[config.mk]
export PLATFORM = sky130hd
export DESIGN_NAME = intr_level_encoder
export DESIGN_NICKNAME = d
export VERILOG_FILES = /design/src/rtl/ile_pkg.sv /design/src/rtl/ile_req_sync.sv /design/src/rtl/ile_prio_enc.sv /design/src/rtl/ile_accept.sv /design/src/rtl/intr_level_encoder.sv
export SDC_FILE = /design/constraint.sdc
export NUM_CORES = 1
export LEC_CHECK = 0
export CAP_MARGIN = 20
export CORE_MARGIN = 8
export CORE_UTILIZATION = 45
export CTS_CLUSTER_SIZE = 12
export DETAILED_ROUTE_END_ITERATION = 12
export PLACE_DENSITY = 0.86
export SKIP_LAST_GASP = 1
export SLEW_MARGIN = 10
export SYNTH_ARGS = -nofsm -noshare
export SYNTH_HDL_FRONTEND = slang
export SYNTH_SLANG_ARGS = --single-unit
[constraint.sdc]
create_clock -name clk -period 4.4 [get_ports clk]
set_input_delay 0.88 -clock clk [delete_from_list [all_inputs] [get_ports clk]]
set_output_delay 0.88 -clock clk [all_outputs]
set_load 0.1 [all_outputs]
[src/rtl/ile_pkg.sv]
package ile_pkg;
  localparam int unsigned LEVELS = 7;
  localparam int unsigned LVL_W  = $clog2(LEVELS + 1);
  typedef logic [LVL_W-1:0] lvl_t;
endpackage

[src/rtl/ile_req_sync.sv]
// Capture stage for the active-low request lines; output is active-high.
module ile_req_sync #(
  parameter int N      = 7,
  parameter int STAGES = 1
) (
  input  logic         clk,
  input  logic         rst_n,
  input  logic [N-1:0] req_n,
  output logic [N-1:0] req_q
);
  logic [N-1:0] stg [STAGES];

  for (genvar s = 0; s < STAGES; s++) begin : g_stage
    if (s == 0) begin : g_first
      always_ff @(posedge clk or negedge rst_n) begin
        if (!rst_n) stg[0] <= '0;
        else        stg[0] <= ~req_n;
      end
    end else begin : g_rest
      always_ff @(posedge clk or negedge rst_n) begin
        if (!rst_n) stg[s] <= '0;
        else        stg[s] <= stg[s-1];
      end
    end
  end

  assign req_q = stg[STAGES-1];
endmodule

[src/rtl/ile_prio_enc.sv]
// Highest-set-bit encoder with a suppress input; code 0 means idle.
module ile_prio_enc #(
  parameter int N  = 7,
  parameter int LW = $clog2(N + 1)
) (
  input  logic [N-1:0]  req_q,
  input  logic          inhibit,
  output logic [LW-1:0] lvl
);
  always_comb begin
    lvl = '0;
    for (int i = 0; i < N; i++) begin
      if (req_q[i]) lvl = LW'(i + 1);
    end
    if (inhibit) lvl = '0;
  end
endmodule

[src/rtl/ile_accept.sv]
// Acceptance decision: strict compare for lower levels, edge for the top level.
module ile_accept #(
  parameter int N  = 7,
  parameter int LW = $clog2(N + 1)
) (
  input  logic          clk,
  input  logic          rst_n,
  input  logic [LW-1:0] lvl,
  input  logic [LW-1:0] cur_mask,
  output logic          accept,
  output logic [LW-1:0] new_mask
);
  localparam logic [LW-1:0] TOP = LW'(N);

  logic [LW-1:0] prev_lvl;
  logic          top_rise;

  always_ff @(posedge clk or negedge rst_n) begin
    if (!rst_n) prev_lvl <= '0;
    else        prev_lvl <= lvl;
  end

  assign top_rise = (lvl == TOP) && (prev_lvl != TOP);

  always_comb begin
    accept = 1'b0;
    if (lvl == TOP)      accept = top_rise;
    else if (lvl != '0)  accept = (lvl > cur_mask);
    new_mask = accept ? lvl : cur_mask;
  end
endmodule

[src/rtl/intr_level_encoder.sv]
module intr_level_encoder #(
  parameter  int NUM_LVL     = ile_pkg::LEVELS,
  parameter  int SYNC_STAGES = 1,
  localparam int LW          = $clog2(NUM_LVL + 1)
) (
  input  logic               clk,
  input  logic               rst_n,
  input  logic [NUM_LVL-1:0] req_n,
  input  logic               boot_hold,
  input  logic [LW-1:0]      cur_mask,
  output logic [LW-1:0]      ipl_n,
  output logic               accept,
  output logic [LW-1:0]      new_mask
);
  logic [NUM_LVL-1:0] req_q;
  logic [LW-1:0]      lvl;

  ile_req_sync #(.N(NUM_LVL), .STAGES(SYNC_STAGES)) u_sync (
    .clk   (clk),
    .rst_n (rst_n),
    .req_n (req_n),
    .req_q (req_q)
  );

  ile_prio_enc #(.N(NUM_LVL), .LW(LW)) u_enc (
    .req_q   (req_q),
    .inhibit (boot_hold),
    .lvl     (lvl)
  );

  ile_accept #(.N(NUM_LVL), .LW(LW)) u_acc (
    .clk      (clk),
    .rst_n    (rst_n),
    .lvl      (lvl),
    .cur_mask (cur_mask),
    .accept   (accept),
    .new_mask (new_mask)
  );

  assign ipl_n = ~lvl;
endmodule

==> Yosys cells after proc, flatten, opt, wreduce, memory -nomap -nowiden <==
Index checks and enable logic that the tools add are counted.
{ "word_totals": {"register_bits": 10, "inputBits": 13, "output_inout_bits": 7, "elab_cells": 20} }
{ "classes": {"order_cmp": 1, "eq_ne": 2, "muxes": 11, "n_bitwise": 2, "n_reduce_logical": 2} }
{ "op_table": {"columns": ["op", "count"], "rows": [
  ["$mux 3", 6],
  ["$not 7->7", 1],
  ["$mux 2", 2],
  ["$eq 3x3->1 const B", 1],
  ["$gt 3x3->1", 1],
  ["$mux 1", 3],
  ["$ne 3x3->1 const B", 1],
  ["$not 3->3", 1],
  ["$reduce_bool 3->1", 1],
  ["$logic_and 1x1->1", 1]
]} }

==> Depth between registers and ports, before layout <==
Gate-level depths: netlist of run 1.
{ "logic_depth": {"depth_word": 12, "depth_mapped": 10} }

==> Cells and area by module <==
From an unflattened synthesis of run 1, not the netlist that was laid out.
{ "unflattened": {"cells_unflattened": 49, "hier_area_um2": 494.2} }
{ "modules_own_cells": {"columns": ["module", "instances", "cells_each", "area_each_um2"], "rows": [
  ["ile_accept", 1, 21, 214.0],
  ["ile_req_sync", 1, 14, 201.4],
  ["ile_prio_enc", 1, 11, 67.6],
  ["intr_level_encoder", 1, 3, 11.3]
]} }

==> Least setup slack after synthesis of run 1 <==
No wires, ideal clock.
{ "synth_timing": {"kind": "input port to output port", "startpoint": "in boot_hold", "endpoint": "out accept", "arrival_ps": 4545, "t_required_ps": 3520, "slack_ps": -1025, "stages": 7, "path_buffers": 0, "cell_sequence": "nand2b_1 > inv_1 > ha_1 > and3b_1 > o21ai_0 > o21a_1 > a2111oi_2"} }
{ "synth_via": {"elab_chain_cells": 4} }
{ "synth_lines": {"columns": ["item", "line", "rtl"], "rows": [
  ["start: declaration", "intr_level_encoder.sv:9", "input logic boot_hold,"],
  ["$mux 3 *", "ile_prio_enc.sv:15", "if (inhibit) lvl = '0;"],
  ["named net lvl[1]", "intr_level_encoder.sv:16", "logic [LW-1:0] lvl;"],
  ["$gt 3x3->1 (tied with other cells)", "ile_accept.sv:28", "else if (lvl != '0) accept = (lvl > cur_mask);"],
  ["$mux 1 / $logic_and 1x1->1 (equally long branches)", "ile_accept.sv:28, ile_accept.sv:23", null],
  ["$mux 1 *", "ile_accept.sv:27", "if (lvl == TOP) accept = top_rise;"],
  ["end: declaration", "intr_level_encoder.sv:12", "output logic accept,"]
]} }
Mark *: on every way through the listed nets, which the timed path passes. The rest lies on a longest branch.

==> Final worst setup path of run 1 <==
{ "layout_timing": {"startpoint": "in boot_hold", "endpoint": "out new_mask[0]"} }
{ "layout_via": {"elab_chain_cells": 5} }
{ "layout_lines": {"columns": ["item", "line", "rtl"], "rows": [
  ["$mux 3 *", "ile_prio_enc.sv:15", null],
  ["named net lvl[2]", "intr_level_encoder.sv:16", null],
  ["$gt 3x3->1 (tied with other cells)", "ile_accept.sv:28", null],
  ["$mux 1 / $logic_and 1x1->1 (equally long branches)", "ile_accept.sv:28, ile_accept.sv:23", null],
  ["$mux 1 *", "ile_accept.sv:27", null],
  ["$mux 3 *", "ile_accept.sv:29", "new_mask = accept ? lvl : cur_mask;"],
  ["end: declaration", "intr_level_encoder.sv:13", "output logic [LW-1:0] new_mask"]
]} }
Marked as above.

==> results of run 1 <==
[flip-flops by register name (all words and copies together), names as in the netlist]
name,flops
u_acc.prev_lvl,3
u_sync.req_q,7
[area by class of cell]
type | count | area share, %
Timing Repair Buffer | 19 | 25.28
Clock buffer | 4 | 4.119
Inverter | 15 | 6.392
Tap cell | 15 | 2.131
Sequential cell | 10 | 28.41
Multi-Input combinational cell | 35 | 33.66
[per-stage QoR]
step	hold slack, ns	std cells	TNS (ns)	instance area, um2	utilization, %
6_report	0.7820	98	0	880.8	70.33
5_1_grt	0.8245	98	0	880.8	70.33
4_1_cts	0.7776	98	0	880.8	70.33
3_5_place_dp	0.7667	94	0	844.6	67.43
3_3_place_gp	0.7572	94	0	844.6	67.43
2_1_floorplan	0.5844	61	-0.2864	610.6	-
[cell usage after synthesis, types with 2 or more instances]
master    number
o21a_1         2
ha_1           3
a21o_1         2
dfrtp_1       10
nor2_1         7
inv_1         14
nand2b_1       2
[worst paths after layout]
path                                           start                           to  slack [ns]  cells past startpoint
max                                        boot_hold                  new_mask[0]        0.17                      9
min                        u_sync.req_q[6]$_DFF_PN0_  u_acc.prev_lvl[0]$_DFF_PN0_        0.78                      2
max reg2reg                u_sync.req_q[1]$_DFF_PN0_  u_acc.prev_lvl[0]$_DFF_PN0_        3.12                      4
min reg2reg                u_sync.req_q[6]$_DFF_PN0_  u_acc.prev_lvl[0]$_DFF_PN0_        0.78                      2
max in group asynchronous                      rst_n  u_acc.prev_lvl[1]$_DFF_PN0_        3.20                      1
min in group asynchronous                      rst_n    u_sync.req_q[2]$_DFF_PN0_        0.92                      1
[power breakdown]
part	internal, mW	switching, mW
registers	0.0970	0.00407
clock network	0.0501	0.0292
logic	0.0439	0.0739
[per-layer routing]
layer / global-route usage (%) / wire length, um / up-vias
met5: 0 / 0 / -
met1: 11.63 / 543 / 218
met4: 3.982 / 0 / 0
met2: 15.80 / 627 / 15
li1: - / - / 254
met3: 5.128 / 102 / 0
[cell usage in the layout, fill, tap and decap left out, drive strengths merged, types with 3 or more instances in the layout]
cell type	n
clkdlybuf4s50	12
buf	7
clkbuf	4
inv	15
nor2	7
dfrtp	10
ha	3
[worst max-delay path, stage by stage]
cell and delay [ns]:
clkdlybuf4s50_1 0.63, or2_1 0.20, inv_2 0.05, ha_1 0.30, and3b_1 0.18, o21ai_0 0.19, nor4b_1 0.53, o32ai_4 0.19
buf_12 0.20
[cells by family after synthesis]
kind of cell / synth area share [%]
flops: 42.64
simple gates: 15.99
buf+inv: 10.87
fa+ha+maj: 6.397
compound gates: 24.09
==> results.sh, run 1 <==
export IMPL_outcome="finished, final reports clean"
export IMPL_diodes=0
export IMPL_setup_viol=0
export IMPL_cts_root_buffer="clkbuf_4"
export IMPL_grt_pass1_vias=495
export IMPL_cts_tree="built"
export IMPL_htreeDepth=1
export IMPL_drc_errors=0
export IMPL_ys_types=28
export IMPL_cts_sink_count=10
export IMPL_hpwlAfterDp_mm=1.100
export IMPL_start_util_pct=46.85
export IMPL_cp_end_kind="output port"
export IMPL_path_class="in -> out"
export IMPL_n_fill_cell=95
export IMPL_grt_max_degree=11
export IMPL_via_per_inst=4.969
export IMPL_max_vdd_ir_drop_v=0.0002063
export IMPL_cts_buffers=3
export IMPL_layout_setup_ws_ns=0.1659
export IMPL_ys_warn_count=0
export IMPL_vias=487
export IMPL_drive_gt1_share_pct=19.28
export IMPL_core_area_mm2=0.001252
export IMPL_worst_slew_pin_slew_ns=0.5504
export IMPL_gp_congestion=0.8160
export IMPL_syn_inst=61
export IMPL_wire_per_inst_um=12.99
export IMPL_postCtsHoldBufs=0
export IMPL_die_h_um=52.11
export IMPL_nets=100
export IMPL_top_level_ports=20
export IMPL_antenna_found_initial=0
export IMPL_ant_nets=0
export IMPL_path_max_fanout=8
export IMPL_clkTransAtPathRegs_ns=0.06
export IMPL_postSynthRegisterBits=10
export IMPL_drtIter0Drc=15
export IMPL_syn_area_um2=586.8
export IMPL_die_x_um=52.11
export IMPL_hold_class="reg -> reg"
export IMPL_fin_crit_sh_pct=96.23
export IMPL_drt_total_wl_mm=1.273
export IMPL_arrival_ns=3.35
export IMPL_p_leak_nw=0.4249
export IMPL_yosysSeqAreaShare_pct=42.64
export IMPL_synth_top_area_cell="dfrtp_1"
export IMPL_worst_setup_path_start_kind="input pin"
export IMPL_powerDensity_mw_per_mm2=338.5
export IMPL_timing_fmax_ghz=0.2362
export IMPL_synth_edff_count=0
export IMPL_grt_overflow=0
export IMPL_drv_cap=0
export IMPL_grtUsageTotal_pct=10.19
export IMPL_rsz0062_at_grt="no"
export IMPL_cts_resized=0
export IMPL_cts_buffer_depth=2
export IMPL_grt_pass1_wl_mm=2.097
export IMPL_syn_avg_cell_area_um2=9.620
export IMPL_clock_latency_ns=0.26
export IMPL_async_reset_ff_share_pct=100.0
export IMPL_min_period_ns=4.234
export IMPL_postCtsSetupBuffers=0
export IMPL_dpl_worst_slack_ns=0.1883
export IMPL_drtPass1Iterations=4
export IMPL_num_rows=13
export IMPL_p_total_mw=0.2982
export IMPL_synth_area_leaders="dfrtp_1, inv_1, ha_1"
export IMPL_final_hold_violation_count=0
export IMPL_syn_to_final_growth_pct=50.11
export IMPL_regArea_um2=250.2
export IMPL_finClkSkew_ns=0.003190
export IMPL_slew_headroom_pct=62.79
export IMPL_synth_nets=77
export IMPL_ys_flop_type="dfrtp_1"
export IMPL_required_ns=3.52
export IMPL_die_area_mm2=0.002715
export IMPL_multi_input_area_um2=296.5
export IMPL_synth_top_area_share_pct=42.64
export IMPL_drv_slew=0
export IMPL_io_buffers=19
No activity file was read; power rests on OpenSTA's default activity.
==> run 2: changes to the inputs <==
ABC_AREA = 1   (was default)
CORE_UTILIZATION = 35   (was 45)
PLACE_DENSITY = 0.7   (was 0.86)
==> run 2 against run 1 <==
  * Flip-flop and latch count unchanged
  * Sequential share of layout area down 1.5 points
  * Largest cell class unchanged
  * Clock power grew 2%
  * Global-route usage fell by 1.4 points
  * Highest routed layer is now met4
  * Non-clock buffer count unchanged
==> results.sh, run 2 <==
export IMPL_syn_to_final_growth_pct=45.40
export IMPL_cts_root_buffer="clkbuf_4"
export IMPL_fin_crit_sh_pct=85.48
export IMPL_postSynthRegisterBits=10
export IMPL_antenna_found_initial=0
export IMPL_finClkSkew_ns=0.008693
export IMPL_drc_errors=0
export IMPL_post_route_util_pct=53.84
export IMPL_synth_mux_area_share_pct=0
export IMPL_slew_headroom_pct=71.11
export IMPL_timing_setup_tns_ns=0
export IMPL_grt_max_degree=11
export IMPL_core_area_mm2=0.001727
export IMPL_drv_slew=0
export IMPL_reg2reg_to="u_acc.prev_lvl[0]$_DFF_PN0_"
export IMPL_drt_total_wl_mm=1.250
export IMPL_nets=108
export IMPL_synthAdderAreaFrac_pct=5.871
export IMPL_die_h_um=58.74
export IMPL_rsz0062_at_grt="no"
export IMPL_via_per_inst=4.250
export IMPL_postCtsSetupBuffers=0
export IMPL_largest_reg_flops=7
export IMPL_syn_avg_cell_area_um2=9.402
export IMPL_cts_buffers=3
export IMPL_async_reset_ff_share_pct=100.0
export IMPL_clkTransAtPathRegs_ns=0.07
export IMPL_num_rows=15
export IMPL_n_fill_cell=170
export IMPL_grtUsageTotal_pct=8.759
export IMPL_diodes=0
export IMPL_hold_class="reg -> reg"
export IMPL_p_total_mw=0.3243
export IMPL_ys_warn_count=0
export IMPL_syn_inst=68
export IMPL_io_buffers=19
export IMPL_final_hold_violation_count=0
export IMPL_cp_end_kind="output port"
export IMPL_hp_start="u_sync.req_q[4]$_DFF_PN0_"
export IMPL_crit_path_end="new_mask[1]"
export IMPL_gp_congestion=0.7298
export IMPL_cts_sink_count=10
export IMPL_synth_compound_area_share_pct=8.611
export IMPL_synth_top_area_share_pct=39.14
export IMPL_min_period_ns=3.761
export IMPL_outcome="finished, final reports clean"
export IMPL_die_x_um=58.74
export IMPL_ant_nets=0
export IMPL_cts_buffer_depth=2
export IMPL_setup_viol=0
export IMPL_timing_fmax_ghz=0.2659
export IMPL_htreeDepth=1
export IMPL_p_leak_nw=0.4831
export IMPL_whs_ns=0.6461
export IMPL_final_cell_mix="inv_1, clkdlybuf4s50_1, dfrtp_1"
export IMPL_clock_latency_ns=0.27
export IMPL_drv_cap=0
export IMPL_yosysSeqAreaShare_pct=39.14
export IMPL_synth_top_family_by_area="simple AND/OR/NAND/NOR gates"
export IMPL_syn_area_um2=639.4
export IMPL_postCtsHoldBufs=0
export IMPL_cts_resized=0
export IMPL_synth_nets=84
export IMPL_layout_commonest_cell="inv_1"
export IMPL_synth_most_common_cell="inv_1"
export IMPL_grt_pass1_wl_mm=2.332
export IMPL_critPathLaunch="boot_hold"
export IMPL_drive_gt1_share_pct=29.67
export IMPL_grt_pass1_vias=530
export IMPL_hpwlAfterDp_mm=1.079
export IMPL_drtPass1Iterations=3
export IMPL_ff2ff_setup_slack_ns=3.38
export IMPL_ys_flop_type="dfrtp_1"
export IMPL_drtIter0Drc=3
export IMPL_synth_xor_area_share_pct=0
export IMPL_vias=493
export IMPL_synth_top_area_cell="dfrtp_1"
export IMPL_synth_area_leaders="dfrtp_1, inv_1, ha_1"
export IMPL_cts_tree="built"
export IMPL_synth_common_cells="inv_1, dfrtp_1, nand2_1"
export IMPL_synth_edff_count=0
export IMPL_grt_overflow=0
export IMPL_wire_per_inst_um=10.78
export IMPL_path_class="in -> out"
export IMPL_worst_slew_pin_slew_ns=0.4320
export IMPL_worst_setup_path_start_kind="input pin"
export IMPL_arrival_ns=2.88
export IMPL_start_util_pct=37.03
export IMPL_r2r_cells=9
export IMPL_synth_simple_area_share_pct=31.31
export IMPL_powerDensity_mw_per_mm2=348.8
export IMPL_ys_types=20
export IMPL_r2r_start="u_sync.req_q[1]$_DFF_PN0_"
export IMPL_die_area_mm2=0.003450
export IMPL_max_vdd_ir_drop_v=0.0002457
export IMPL_path_max_fanout=4
export IMPL_required_ns=3.52
export IMPL_top_level_ports=20
run 2: cell types whose count changed in the layout (fill, tap and decap cells not counted), moves of 3 or more:
cell / delta
nand2_1: +8
nand4_1: +4
nand3_1: +3
inv_1: +6
nand2_4: +3
nor2_1: -7
run 2: layer usage:
layer / up-vias / track usage (%) / part of all wire [%]
li1: 258 / - / -
met1: 222 / 9.912 / 44
met2: 10 / 13.55 / 48
met3: 3 / 4.783 / 7.3
met4: 0 / 3.072 / 0.64
met5: - / 0 / 0
run 2: how the worst min path moves through the flow:
stage,to,slack [ns],cells past startpoint
floorplan,u_acc.prev_lvl[0]$_DFF_PN0_,0.58,0
global placement,u_acc.prev_lvl[1]$_DFF_PN0_,0.65,3
detailed placement,u_acc.prev_lvl[1]$_DFF_PN0_,0.63,3
CTS,u_acc.prev_lvl[1]$_DFF_PN0_,0.65,3
global route,u_acc.prev_lvl[1]$_DFF_PN0_,0.67,3
finish,u_acc.prev_lvl[1]$_DFF_PN0_,0.65,3
run 2: area by class of cell:
cell class,count,area (um2),share of cell area (%)
Inverter,22,96.34,10.36
Tap cell,25,31.28,3.365
Timing Repair Buffer,19,222.7,23.96
Sequential cell,10,250.2,26.92
Multi-Input combinational cell,36,292.8,31.49
Clock buffer,4,36.28,3.903
run 2: kinds of logic after synthesis:
family	after synthesis
AO/OA/AOI/OAI	5
buffers and inverters	22
flip-flops	10
adder cells (fa/ha/maj)	3
AND/OR/NAND/NOR	28
run 2: worst max-delay path: stages:
cell	delay [ns]
clkdlybuf4s50_1	0.49
bufinv_8	0.23
nand2_4	0.07
ha_1	0.18
nand3b_1	0.18
a32oi_2	0.26
inv_1	0.07
nand2_1	0.10
nand4_1	0.09
nand2_1	0.13
buf_12	0.18
run 2: power breakdown:
part / total (mW) / leakage, nW / switching (mW) / internal (mW)
logic: 0.143 / 0.344 / 0.0922 / 0.0507
clock network: 0.0810 / 0.0210 / 0.0309 / 0.0502
registers: 0.100 / 0.118 / 0.00338 / 0.0970
total: 0.324 / 0.483 / 0.126 / 0.198
run 2: stage by stage:
step                      setup WS [ns]  instance area, um2  cells
after floorplan                  0.7338               639.4     68
after global placement           0.7124               893.4    112
after detailed placement         0.6491               893.4    112
after CTS                        0.6327               929.6    116
after global routing             0.4727               929.6    116
final                            0.6388               929.6    116
==> run 3: changes to the inputs <==
ABC_AREA = default   (was 1)
PLACE_DENSITY = 0.71   (was 0.7)
SLEW_MARGIN = 0   (was 10)
TNS_END_PERCENT = 20   (was default)
==> run 3 against run 2 <==
  * Register-to-register slack worse by 0.27 ns
  * Worst setup slack got worse by 0.30 ns
  * Design area decreased by 5.8%
  * Clock power shrank 29%
  * Hold slack gained 0.15 ns
  * Global-route usage decreased by 0.20 points
  * Power shrank 15%
  * Critical path depth fell by 2
  * Wire length rose by 4.2%
  * Combinational power shrank 17%
  * Clock skew down 0.0012 ns
  * Critical path type unchanged
  * Critical endpoint is now new_mask[0]
  * Largest cell class unchanged
==> results.sh, run 3 (synthesis results as in run 1) <==
export IMPL_outcome="finished, final reports clean"
export IMPL_cts_buffer_depth=2
export IMPL_io_buffers=19
export IMPL_hold_class="reg -> reg"
export IMPL_layout_setup_ws_ns=0.3435
export IMPL_grt_overflow=0
export IMPL_die_h_um=56.95
export IMPL_path_max_fanout=5
export IMPL_min_period_ns=4.057
export IMPL_crit_chain="clkdlybuf4s50_1 > or2_1 > inv_2 > ha_1 > and3b_1 > o21ai_0 > o21a_1 > o32ai_4 > buf_12"
export IMPL_cp_end_kind="output port"
export IMPL_max_vdd_ir_drop_v=0.0002135
export IMPL_p_total_mw=0.2770
export IMPL_cp_depth=9
export IMPL_critPathLaunch="boot_hold"
export IMPL_top_level_ports=20
export IMPL_n_fill_cell=137
export IMPL_drive_gt1_share_pct=19.28
export IMPL_multi_input_area_um2=296.5
export IMPL_p_leak_nw=0.4226
export IMPL_clock_latency_ns=0.26
export IMPL_clkTransAtPathRegs_ns=0.06
export IMPL_worst_slew_pin_slew_ns=0.5686
export IMPL_ff2ff_setup_slack_ns=3.11
export IMPL_start_util_pct=38.07
export IMPL_wire_per_inst_um=13.16
export IMPL_worst_path_buf_inv=3
export IMPL_nets=101
export IMPL_antenna_found_initial=0
export IMPL_drv_cap=0
export IMPL_drt_total_wl_mm=1.303
export IMPL_path_class="in -> out"
export IMPL_die_area_mm2=0.003243
export IMPL_whs_ns=0.8005
export IMPL_cts_sink_count=10
export IMPL_power_internal_mw=0.1729
export IMPL_diodes=0
export IMPL_via_per_inst=4.980
export IMPL_syn_to_final_growth_pct=49.25
export IMPL_num_rows=14
export IMPL_dpl_worst_slack_ns=0.4002
export IMPL_rsz0062_at_grt="no"
export IMPL_finalNonFillerCells=99
export IMPL_cp_slowest_cell="clkdlybuf4s50_1"
export IMPL_powerDensity_mw_per_mm2=316.2
export IMPL_vias=493
export IMPL_postCtsHoldBufs=0
export IMPL_die_x_um=56.95
export IMPL_cpPeakStageDelay_ns=0.47
export IMPL_grt_max_degree=11
export IMPL_r2r_start="u_sync.req_q[6]$_DFF_PN0_"
export IMPL_cts_buffers=3
export IMPL_layout_commonest_cell="inv_1"
export IMPL_dpl_cell_area_um2=853.3
export IMPL_final_hold_violation_count=0
export IMPL_worst_setup_path_start_kind="input pin"
export IMPL_final_cell_mix="inv_1, clkdlybuf4s50_1, dfrtp_1"
export IMPL_crit_path_end="new_mask[0]"
export IMPL_post_route_util_pct=56.82
export IMPL_finClkSkew_ns=0.007489
export IMPL_reg2reg_to="u_acc.prev_lvl[2]$_DFF_PN0_"
export IMPL_place_inst=96
export IMPL_cp_top_family="compound AO/OA/AOI/OAI gates"
export IMPL_grt_pass1_vias=523
export IMPL_switchingPower_mw=0.1041
export IMPL_grt_pass1_wl_mm=2.242
export IMPL_power_frac_clock_pct=20.8
export IMPL_drtIter0Drc=6
export IMPL_largest_reg_flops=7
export IMPL_timing_fmax_ghz=0.2465
export IMPL_arrival_ns=3.18
export IMPL_cts_root_buffer="clkbuf_4"
export IMPL_regArea_um2=250.2
export IMPL_seqPwrFrac_pct=36.5
export IMPL_p_comb_share_pct=42.7
export IMPL_setup_viol=0
export IMPL_drv_slew=0
export IMPL_gp_congestion=0.7978
export IMPL_grtUsageTotal_pct=8.557
export IMPL_fin_crit_sh_pct=92.19
export IMPL_cts_tree="built"
export IMPL_core_area_mm2=0.001541
export IMPL_slew_headroom_pct=61.77
export IMPL_htreeDepth=1
export IMPL_drtPass1Iterations=4
export IMPL_postCtsSetupBuffers=0
export IMPL_cts_resized=0
export IMPL_ant_nets=0
export IMPL_switching_share_pct=37.58
export IMPL_hpwlAfterDp_mm=1.092
export IMPL_drc_errors=0
export IMPL_timing_setup_tns_ns=0
export IMPL_stdcell_area_um2=875.8
export IMPL_required_ns=3.52
export IMPL_r2r_cells=3
run 3: changes by cell type in the layout (fill, tap and decap cells not counted), moves of 2 or more:
cell      before  now
a21o_1         0    2
inv_1         20   14
nand2_1        9    1
nand2_4        3    0
nand2b_1       0    2
nand3_1        4    1
nand3_4        2    0
nand4_1        4    0
nor2_1         0    7
nor2_4         2    0
o21a_1         0    2
run 3: how the worst min path moves through the flow:
stage               cells after the start                     endpoint                 startpoint
detailed placement                      3  u_acc.prev_lvl[1]$_DFF_PN0_  u_sync.req_q[3]$_DFF_PN0_
finish                                  3  u_acc.prev_lvl[1]$_DFF_PN0_  u_sync.req_q[3]$_DFF_PN0_
floorplan                               0  u_acc.prev_lvl[0]$_DFF_PN0_                      rst_n
global route                            2  u_acc.prev_lvl[0]$_DFF_PN0_  u_sync.req_q[6]$_DFF_PN0_
CTS                                     3  u_acc.prev_lvl[1]$_DFF_PN0_  u_sync.req_q[3]$_DFF_PN0_
global placement                        3  u_acc.prev_lvl[1]$_DFF_PN0_  u_sync.req_q[3]$_DFF_PN0_
run 3: layout make-up:
cell class / count / area share [%]
clock buffer: 3 / 2.571
inverter: 15 / 6.429
multi-input combinational: 35 / 33.86
sequential: 10 / 28.57
tap: 16 / 2.286
timing repair buffer: 20 / 26.29
run 3: power groups by stage:
stage,sequential [mW],combinational [mW],clock (mW)
after floorplan,0.101,0.0783,0
after global placement,0.102,0.118,0
after detailed placement,0.103,0.119,0
after CTS,0.101,0.119,0.0614
after global routing,0.102,0.125,0.0660
final,0.101,0.118,0.0577
run 3: worst min-delay path, stage by stage (launching register included):
cell and delay (ns):
dfrtp_1 0.40, o31ai_1 0.17, nand2b_1 0.13, inv_1 0.06
run 3: per-layer routing:
metal	up-vias	global-route usage [%]	share of wire, %
li1	254	-	-
met1	228	9.432	44
met2	11	13.64	50
met3	0	5.310	6.5
met4	0	2.013	0
met5	-	0	0
